## src/rtl/ipac_pkg.sv

```systemverilog
package ipac_pkg;
  localparam int VEC_W   = 8;
  localparam int NUM_VEC = 1 << VEC_W;
  localparam int CLASS_W = 4;
  localparam int DATA_W  = 32;
endpackage

```

## src/rtl/ipac_prio_enc.sv

```systemverilog
// Highest-set-bit encoder over N inputs.
module ipac_prio_enc #(
  parameter int N  = 256,
  parameter int IW = $clog2(N)
) (
  input  logic [N-1:0]  bits_i,
  output logic [IW-1:0] idx_o,
  output logic          valid_o
);
  always_comb begin
    idx_o   = '0;
    valid_o = 1'b0;
    for (int i = 0; i < N; i++) begin
      if (bits_i[i]) begin
        idx_o   = IW'(i);
        valid_o = 1'b1;
      end
    end
  end
endmodule

```

## src/rtl/ipac_bitmap.sv

```systemverilog
// N-bit state vector with one indexed set and one indexed clear per cycle.
module ipac_bitmap #(
  parameter int N  = 256,
  parameter int IW = $clog2(N)
) (
  input  logic          clk_i,
  input  logic          rst_ni,
  input  logic          set_en_i,
  input  logic [IW-1:0] set_idx_i,
  input  logic          clr_en_i,
  input  logic [IW-1:0] clr_idx_i,
  output logic [N-1:0]  bits_o
);
  logic [N-1:0] set_mask, clr_mask, bits_q;

  always_comb begin
    set_mask = '0;
    clr_mask = '0;
    if (set_en_i) set_mask[set_idx_i] = 1'b1;
    if (clr_en_i) clr_mask[clr_idx_i] = 1'b1;
  end

  always_ff @(posedge clk_i or negedge rst_ni) begin
    if (!rst_ni) bits_q <= '0;
    else         bits_q <= (bits_q | set_mask) & ~clr_mask;
  end

  assign bits_o = bits_q;
endmodule

```

## src/rtl/ipac_prio_calc.sv

```systemverilog
// Processor priority from task priority and top in-service vector.
module ipac_prio_calc #(
  parameter int VW = 8,
  parameter int CW = 4
) (
  input  logic [VW-1:0] tpr_i,
  input  logic [VW-1:0] isr_top_i,
  input  logic          isr_any_i,
  output logic [VW-1:0] ppr_o
);
  localparam logic [VW-1:0] CLS_MASK = {{CW{1'b1}}, {(VW-CW){1'b0}}};

  logic [VW-1:0] isr_v;

  always_comb begin
    isr_v = isr_any_i ? isr_top_i : '0;
    if (tpr_i[VW-1 -: CW] >= isr_v[VW-1 -: CW]) ppr_o = tpr_i;
    else                                         ppr_o = isr_v & CLS_MASK;
  end
endmodule

```

## src/rtl/ipac_ctrl.sv

```systemverilog
module ipac_ctrl
  import ipac_pkg::*;
#(
  parameter int VW = VEC_W,
  parameter int N  = NUM_VEC,
  parameter int CW = CLASS_W,
  parameter int DW = DATA_W
) (
  input  logic          clk_i,
  input  logic          rst_ni,
  input  logic          enable_i,
  input  logic          req_valid_i,
  input  logic [VW-1:0] req_vec_i,
  input  logic          req_level_i,
  output logic          req_accepted_o,
  input  logic          tpr_wr_i,
  input  logic [DW-1:0] tpr_data_i,
  input  logic          tpr_alias_wr_i,
  input  logic [CW-1:0] tpr_alias_i,
  output logic [VW-1:0] tpr_o,
  output logic [CW-1:0] tpr_class_o,
  input  logic          ack_i,
  input  logic          eoi_i,
  input  logic          directed_eoi_i,
  output logic          irq_valid_o,
  output logic [VW-1:0] irq_vec_o,
  output logic [VW-1:0] ppr_o,
  output logic          eoi_bcast_o,
  output logic [VW-1:0] eoi_vec_o,
  output logic          eoi_level_o
);
  localparam logic [VW-1:0] CLS_MASK = {{CW{1'b1}}, {(VW-CW){1'b0}}};

  logic [N-1:0]  irr_q, isr_q, tmr_q;
  logic [VW-1:0] irr_top, isr_top, ppr;
  logic          irr_any, isr_any;
  logic          req_ok, deliver, ack_fire, eoi_fire;
  logic [VW-1:0] tpr_q;
  logic          bcast_q, blevel_q;
  logic [VW-1:0] bvec_q;
  logic          unused_tpr_hi;

  assign unused_tpr_hi = ^tpr_data_i[DW-1:VW];

  assign req_ok   = enable_i & req_valid_i & ~irr_q[req_vec_i];
  assign deliver  = enable_i & irr_any & ((irr_top & CLS_MASK) > ppr);
  assign ack_fire = ack_i & deliver;
  assign eoi_fire = eoi_i & isr_any;

  ipac_prio_enc #(.N(N), .IW(VW)) u_irr_enc (
    .bits_i(irr_q), .idx_o(irr_top), .valid_o(irr_any));

  ipac_prio_enc #(.N(N), .IW(VW)) u_isr_enc (
    .bits_i(isr_q), .idx_o(isr_top), .valid_o(isr_any));

  ipac_bitmap #(.N(N), .IW(VW)) u_irr (
    .clk_i, .rst_ni,
    .set_en_i(req_ok),   .set_idx_i(req_vec_i),
    .clr_en_i(ack_fire), .clr_idx_i(irr_top),
    .bits_o(irr_q));

  ipac_bitmap #(.N(N), .IW(VW)) u_isr (
    .clk_i, .rst_ni,
    .set_en_i(ack_fire), .set_idx_i(irr_top),
    .clr_en_i(eoi_fire), .clr_idx_i(isr_top),
    .bits_o(isr_q));

  ipac_bitmap #(.N(N), .IW(VW)) u_tmr (
    .clk_i, .rst_ni,
    .set_en_i(req_ok & req_level_i),  .set_idx_i(req_vec_i),
    .clr_en_i(req_ok & ~req_level_i), .clr_idx_i(req_vec_i),
    .bits_o(tmr_q));

  ipac_prio_calc #(.VW(VW), .CW(CW)) u_ppr (
    .tpr_i(tpr_q), .isr_top_i(isr_top), .isr_any_i(isr_any), .ppr_o(ppr));

  always_ff @(posedge clk_i or negedge rst_ni) begin
    if (!rst_ni)             tpr_q <= '0;
    else if (tpr_wr_i)       tpr_q <= tpr_data_i[VW-1:0];
    else if (tpr_alias_wr_i) tpr_q <= {tpr_alias_i, {(VW-CW){1'b0}}};
  end

  always_ff @(posedge clk_i or negedge rst_ni) begin
    if (!rst_ni) begin
      bcast_q  <= 1'b0;
      bvec_q   <= '0;
      blevel_q <= 1'b0;
    end else begin
      bcast_q <= eoi_fire & ~directed_eoi_i;
      if (eoi_fire) begin
        bvec_q   <= isr_top;
        blevel_q <= tmr_q[isr_top];
      end
    end
  end

  assign req_accepted_o = req_ok;
  assign tpr_o          = tpr_q;
  assign tpr_class_o    = tpr_q[VW-1 -: CW];
  assign irq_valid_o    = deliver;
  assign irq_vec_o      = irr_top;
  assign ppr_o          = ppr;
  assign eoi_bcast_o    = bcast_q;
  assign eoi_vec_o      = bvec_q;
  assign eoi_level_o    = blevel_q;
endmodule

```

## config.mk

```make
export PLATFORM = sky130hd
export DESIGN_NAME = ipac_ctrl
export DESIGN_NICKNAME = d
export VERILOG_FILES = /design/src/rtl/ipac_pkg.sv /design/src/rtl/ipac_prio_enc.sv /design/src/rtl/ipac_bitmap.sv /design/src/rtl/ipac_prio_calc.sv /design/src/rtl/ipac_ctrl.sv
export SDC_FILE = /design/constraint.sdc
export NUM_CORES = 2
export LEC_CHECK = 0
export ABC_AREA = 1
export BUFFER_PORTS_ARGS = -buffer_cell sky130_fd_sc_hd__buf_2
export CAP_MARGIN = 20
export CORE_AREA = 2 2 334 303
export CTS_BUF_LIST = sky130_fd_sc_hd__clkbuf_4 sky130_fd_sc_hd__clkbuf_8
export CTS_CLUSTER_DIAMETER = 40
export CTS_CLUSTER_SIZE = 14
export DETAILED_ROUTE_END_ITERATION = 10
export DIE_AREA = 0 0 336 305
export PLACE_DENSITY = 0.65
export SYNTH_ARGS = -nofsm -noshare
export SYNTH_HDL_FRONTEND = slang
export SYNTH_HIERARCHICAL = 1
export SYNTH_SLANG_ARGS = --single-unit
```

## constraint.sdc

```tcl
create_clock -name clk_i -period 39.2 [get_ports clk_i]
set_clock_uncertainty 0.15 [all_clocks]
set_input_delay 1.96 -clock clk_i [delete_from_list [all_inputs] [get_ports clk_i]]
set_output_delay 1.96 -clock clk_i [all_outputs]
set_load 0.05 [all_outputs]
```

## Word level (Yosys, flattened, before mapping)

Index checks and enable logic that the tools add are counted.

| storage, ports and cells | value |
|---|---|
| bits in registers | 786 |
| bits in latches | 0 |
| RAM bits | 0 |
| ROM bits | 0 |
| input port bits | 54 |
| output and inout bits | 40 |
| word-level logic and storage cells | 1081 |
| memories | 0 |

| operators by class | value |
|---|---|
| add/subtract/negate cells | 0 |
| $mul | 0 |
| divide/modulo/power cells | 0 |
| magnitude comparators | 8 |
| eq/ne operators | 0 |
| shift-type cells | 0 |
| multiplexer cells | 1041 |
| bitwise operators | 21 |
| reduce and logical (&&, ||, !) cells | 4 |

Operator list:

| operator | count |
|---|---|
| $mux 8 | 260 |
| $mux 256 | 5 |
| $mux 7 | 128 |
| $and 256x256->256 | 3 |
| $not 256->256 | 3 |
| $or 256x256->256 | 3 |
| $mux 1 | 519 |
| $mux 6 | 64 |
| $mux 5 | 32 |
| $mux 4 | 16 |
| $lt 8x9->1 const B | 3 |
| $demux 1 s8 | 3 |
| $ge 8x1->1 const B | 3 |
| $mux 3 | 8 |
| $bmux 1 s8 | 2 |
| $and 1x1->1 | 9 |
| $gt 8x8->1 | 1 |
| $mux 2 | 4 |
| $ge 4x4->1 | 1 |
| $logic_and 1x1->1 | 3 |
| $not 1->1 | 3 |
| $reduce_bool 2->1 | 1 |

## Longest topological paths before layout

| depth | value |
|---|---|
| depth after elaboration | 265 |
| mapped depth | 270 |

## Modules after synthesis

The synthesis kept the hierarchy.

Modules (own cells, without submodules):

| module | times used | cells an instance | area an instance (um2) | sequential area each (um2) |
|---|---|---|---|---|
| ipac_bitmap at u_irr ... | 2 | 1488 | 11646.2 | 6406.1 |
| ipac_bitmap at u_tmr | 1 | 1488 | 11656.2 | 6406.1 |
| ipac_prio_enc | 2 | 963 | 4015.1 | 0.0 |
| ipac_ctrl | 1 | 1249 | 5915.7 | 450.4 |
| ipac_prio_calc | 1 | 45 | 245.2 | 0.0 |

## Worst setup path before layout

Ideal clock, no wire load.

| path | value |
|---|---|
| path type | register to output |
| start point | register u_irr.bits_q[2], in the netlist u_irr/bits_o[2] |
| end point | output port irq_vec_o[0] |
| arrival time | 11453 ps |
| setup slack | 25637 ps |
| stages on the path, launching flop included | 256 |
| buffers on the path | 0 |
| cell sequence | dfrtp_1 inv_1 nand2_1 nand2_1 nand2_1 nand2_1 nand2_1 nand2_1 nand2_1 nand2_1 nand2_1 nand2_1 nand2_1 nand2_1 nand2_1 nand2_1 nand2_1 nand2_1 [220 not listed] nand2_1 nand2_1 nand2_1 nand2_1 nand2_1 nand2_1 nand2_1 nand2_1 nand2_1 nand2_1 nand2_1 nand2_1 nand2_1 nand2_1 nand2_1 nand2_1 nand2_1 nand2_1 |

| on the way | value |
|---|---|
| word-level cells in the longest chain between the ends | 254 |

Ends and longest elaborated chain:

| element | line | RTL |
|---|---|---|
| from (decl) | ipac_bitmap.sv:14 | `logic [N-1:0] set_mask, clr_mask, bits_q;` |
| from (signal assigned) | ipac_bitmap.sv:25 | `else bits_q <= (bits_q \| set_mask) & ~clr_mask;` |
| $mux 2 (2 in a row) | ipac_prio_enc.sv:14 | `if (bits_i[i]) begin` |
| $mux 3 (4 in a row) | ipac_prio_enc.sv:14 |  |
| $mux 4 (8 in a row) | ipac_prio_enc.sv:14 |  |
| $mux 5 (16 in a row) | ipac_prio_enc.sv:14 |  |
| $mux 6 (32 in a row) | ipac_prio_enc.sv:14 |  |
| $mux 7 (64 in a row) | ipac_prio_enc.sv:14 |  |
| $mux 8 (128 in a row) | ipac_prio_enc.sv:14 |  |
| to (decl) | ipac_ctrl.sv:26 | `output logic [VW-1:0] irq_vec_o,` |

Every way passes these cells.

## Worst setup path in the final report

Same ends and word-level chain as after synthesis.

==> metrics <==
starting density of the core=49.5%; WP data required=37.09 ns; sequential share of power=21.7%; Rel. slew slack=10.5%; Setup Buffers After CTS=0; endpoints failing hold=0; flops & latches, synth=786; XOR/XNOR share of the synthesized area=0%; mux contribution to synthesized area=0%; wirelength, routed=186000 um; fin util=54.0%; Power Density=76.0 mW/mm^2; CP Max Fanout=10; FF/Latch Area=0.0197 sq mm; Synth Area in Compound Gates=7.11%; Synth area leader=dfrtp_1; initial DRC count=6981; I/O pin count=94; cell-internal power=1.90 mW; Post-Synth Simple-Gate Area=39.8%; largest net degree at the start of global routing=156; Comb pwr share=55.3%; top cell type's share of synthesized area=40.0%; Post-synth top flop=dfrtp_1; syn_nets=7746; P_sw=2.17 mW; post-synthesis adder-cell area fraction=0.204%; global route overflow=0; Cell Rows=110; Sink Count=786; Final Setup Violations=0; # hold bufs at CTS=0; CTS tree=yes; largest family of logic cells by synthesized area=simple AND/OR/NAND/NOR gates; Synthesis Warnings=6; Crit path depth=256; number of synthesized flops with an enable pin=0; clock network power share=23.0%; ranking of synthesized cells by area=dfrtp_1 40%, nor2_1 15%, nand2_1 13%, nand3_1 11%, inv_1 8.2%; crit path launch type=flop; Max VDD drop=167 uV; first-pass GRT wire length=281000 um; GR Util All Layers=36.0%; Largest stage delay, worst path=0.43 ns; sw frac=53.3%; Worst Tran Pin Value=1.34 ns; Finished Cell Area=0.0536 sq mm; Critical Path AT=15.91 ns; DP HPWL=115000 um; Max Slew Vio Count=0; sequential area share after synthesis=40.0%; library cells used by synthesis=37; Resized Gates After CTS=0; Cells after Synth=7684; RSZ-0062 raised after global routing=no; Buffers on Ports=69; RD Place Congestion=1.00; Initial DRT Pass Iterations=6; fillers=9967; family with the most delay on the worst path=simple AND/OR/NAND/NOR gates; die footprint=0.102 sq mm; setup tns final=0 ns; Vias/cell=5.57; worst setup margin=21.18 ns; Final ANT Viol Nets=0; Multi-input gate area=0.0232 sq mm; vias in the first global route=46186; DR WL/cell=20.4 um; core area=0.0992 sq mm; Post-synth ARST share=100%; root buffer cell=clkbuf_8; Final period util=46.0%; Final min period=18.02 ns; critical path class=flop to primary output; worst hold path class=flop to flop; Layout area overhead=9.05%; CTS max path bufs=3; reg2reg path depth=260; Fmax=55.5 MHz; WP buf/inv=2; H-tree levels=4; slowest CP cell=nand2_1; Synth Area per Inst=6.40 sq um; Post-Layout Cell Count=9095; later-pin clock latency in the skew report=0.86 ns; Hold Path Depth=2; total CTS buffers=138; Netlist Area Pre-Place=0.0491 sq mm; P_leak=27.8 nW; Die Ht=305 um; Max Cap Viol=0; chip width=336 um; initial antenna violation count=5; layout net count=7702; placed cells=8838; Vias=50620; post-placement cell area=0.0502 sq mm; Critical Path Most Common Cell=nand2_1; Clock Pin Slew Worst Setup and Hold Paths=0.06 ns; fraction of layout cells with a size suffix above 1=6.74%; Residual DRC=0; CP endpoint kind=primary output; status=completed; pre-CTS WS=22.61 ns
flip-flops by register name, indices dropped and copies added (netlist names):
signal and cells:
eoi_bcast_o 1, u_irr/bits_o 256, eoi_level_o 1, tpr_o 8
u_isr/bits_o 256, u_tmr/bits_o 256, eoi_vec_o 8
worst reg2reg max path, delay by kind of cell, from the launching register on:
family        cells  cell delay [ns]
buf+inv           2             0.16
flops             1             0.40
simple gates    258            16.32
synthesized netlist by cell type (all sizes together), types with 6 or more instances:
library cell	n
bufinv	32
nor3	22
nand3	1067
clkbuf	87
dfrtp	786
inv	1117
nor2	1948
nand4	11
o21ai	29
a31oi	10
buf	231
o21bai	8
nor4	17
nand2	1674
a21oi	597
o31ai	6
o311ai	8
ha	8
logic make-up after synthesis:
group | Yosys count
and+or+nand+nor | 4746
AOI/OAI and AO/OA | 672
buffers and inverters | 1472
adders and majority gates | 8
DFF | 786
cell usage in the layout (no fill, tap or decap), types with 32 or more instances in the layout:
| cell type | n |
|---|---|
| a21oi_1 | 596 |
| buf_2 | 66 |
| buf_4 | 59 |
| bufinv_8 | 32 |
| clkbuf_8 | 158 |
| dfrtp_1 | 786 |
| inv_1 | 1071 |
| inv_2 | 41 |
| nand2_1 | 1670 |
| nand3_1 | 1062 |
| nor2_1 | 1901 |
power by group through the flow:
stage	Clock [mW]	Sequential (mW)	Combinational, mW
final	0.936	0.883	2.25
after floorplan	0	0.905	1.42
after global routing	0.985	0.889	2.42
after global placement	0	0.897	2.18
after detailed placement	0	0.898	2.19
after CTS	0.946	0.883	2.19
stage by stage:
stage	total power, mW	hold WS (ns)
after detailed placement	3.09	0.316
after CTS	4.02	0.334
after global routing	4.29	0.366
after global placement	3.07	0.321
final	4.07	0.328
after floorplan	2.32	0.313
worst paths after layout:
path / slack (ns) / from / endpoint
setup / recovery: 21.18 / u_irr/bits_o[2]$_DFF_PN0_ / irq_vec_o[0]
hold / removal: 0.33 / eoi_level_o$_DFFE_PN0P_ / eoi_level_o$_DFFE_PN0P_
setup reg to reg: 22.09 / u_irr/bits_o[2]$_DFF_PN0_ / u_irr/bits_o[33]$_DFF_PN0_
hold reg to reg: 0.33 / eoi_level_o$_DFFE_PN0P_ / eoi_level_o$_DFFE_PN0P_
max in group asynchronous: 34.35 / rst_ni / u_tmr/bits_o[143]$_DFF_PN0_
min in group asynchronous: 0.92 / rst_ni / u_irr/bits_o[250]$_DFF_PN0_
final cells by class:
type / count / area share (%)
clock buffers: 171 / 4.24
well taps: 1344 / 3.14
inverters: 1154 / 8.93
clock inverters: 78 / 1.99
diodes: 2 / 0.00934
flip-flops and latches: 786 / 36.7
repair buffers: 134 / 1.71
multi-input cells: 5426 / 43.3
per-layer routing:
metal  GRT usage (%)  wire, um  vias up
met5               0        13        -
met4            13.4      6630        2
met3            8.65     23600      448
met2            51.7     78100     2835
met1            52.3     77600    23703
li1                -         -    23632
Power figures use the tool's default switching activity.
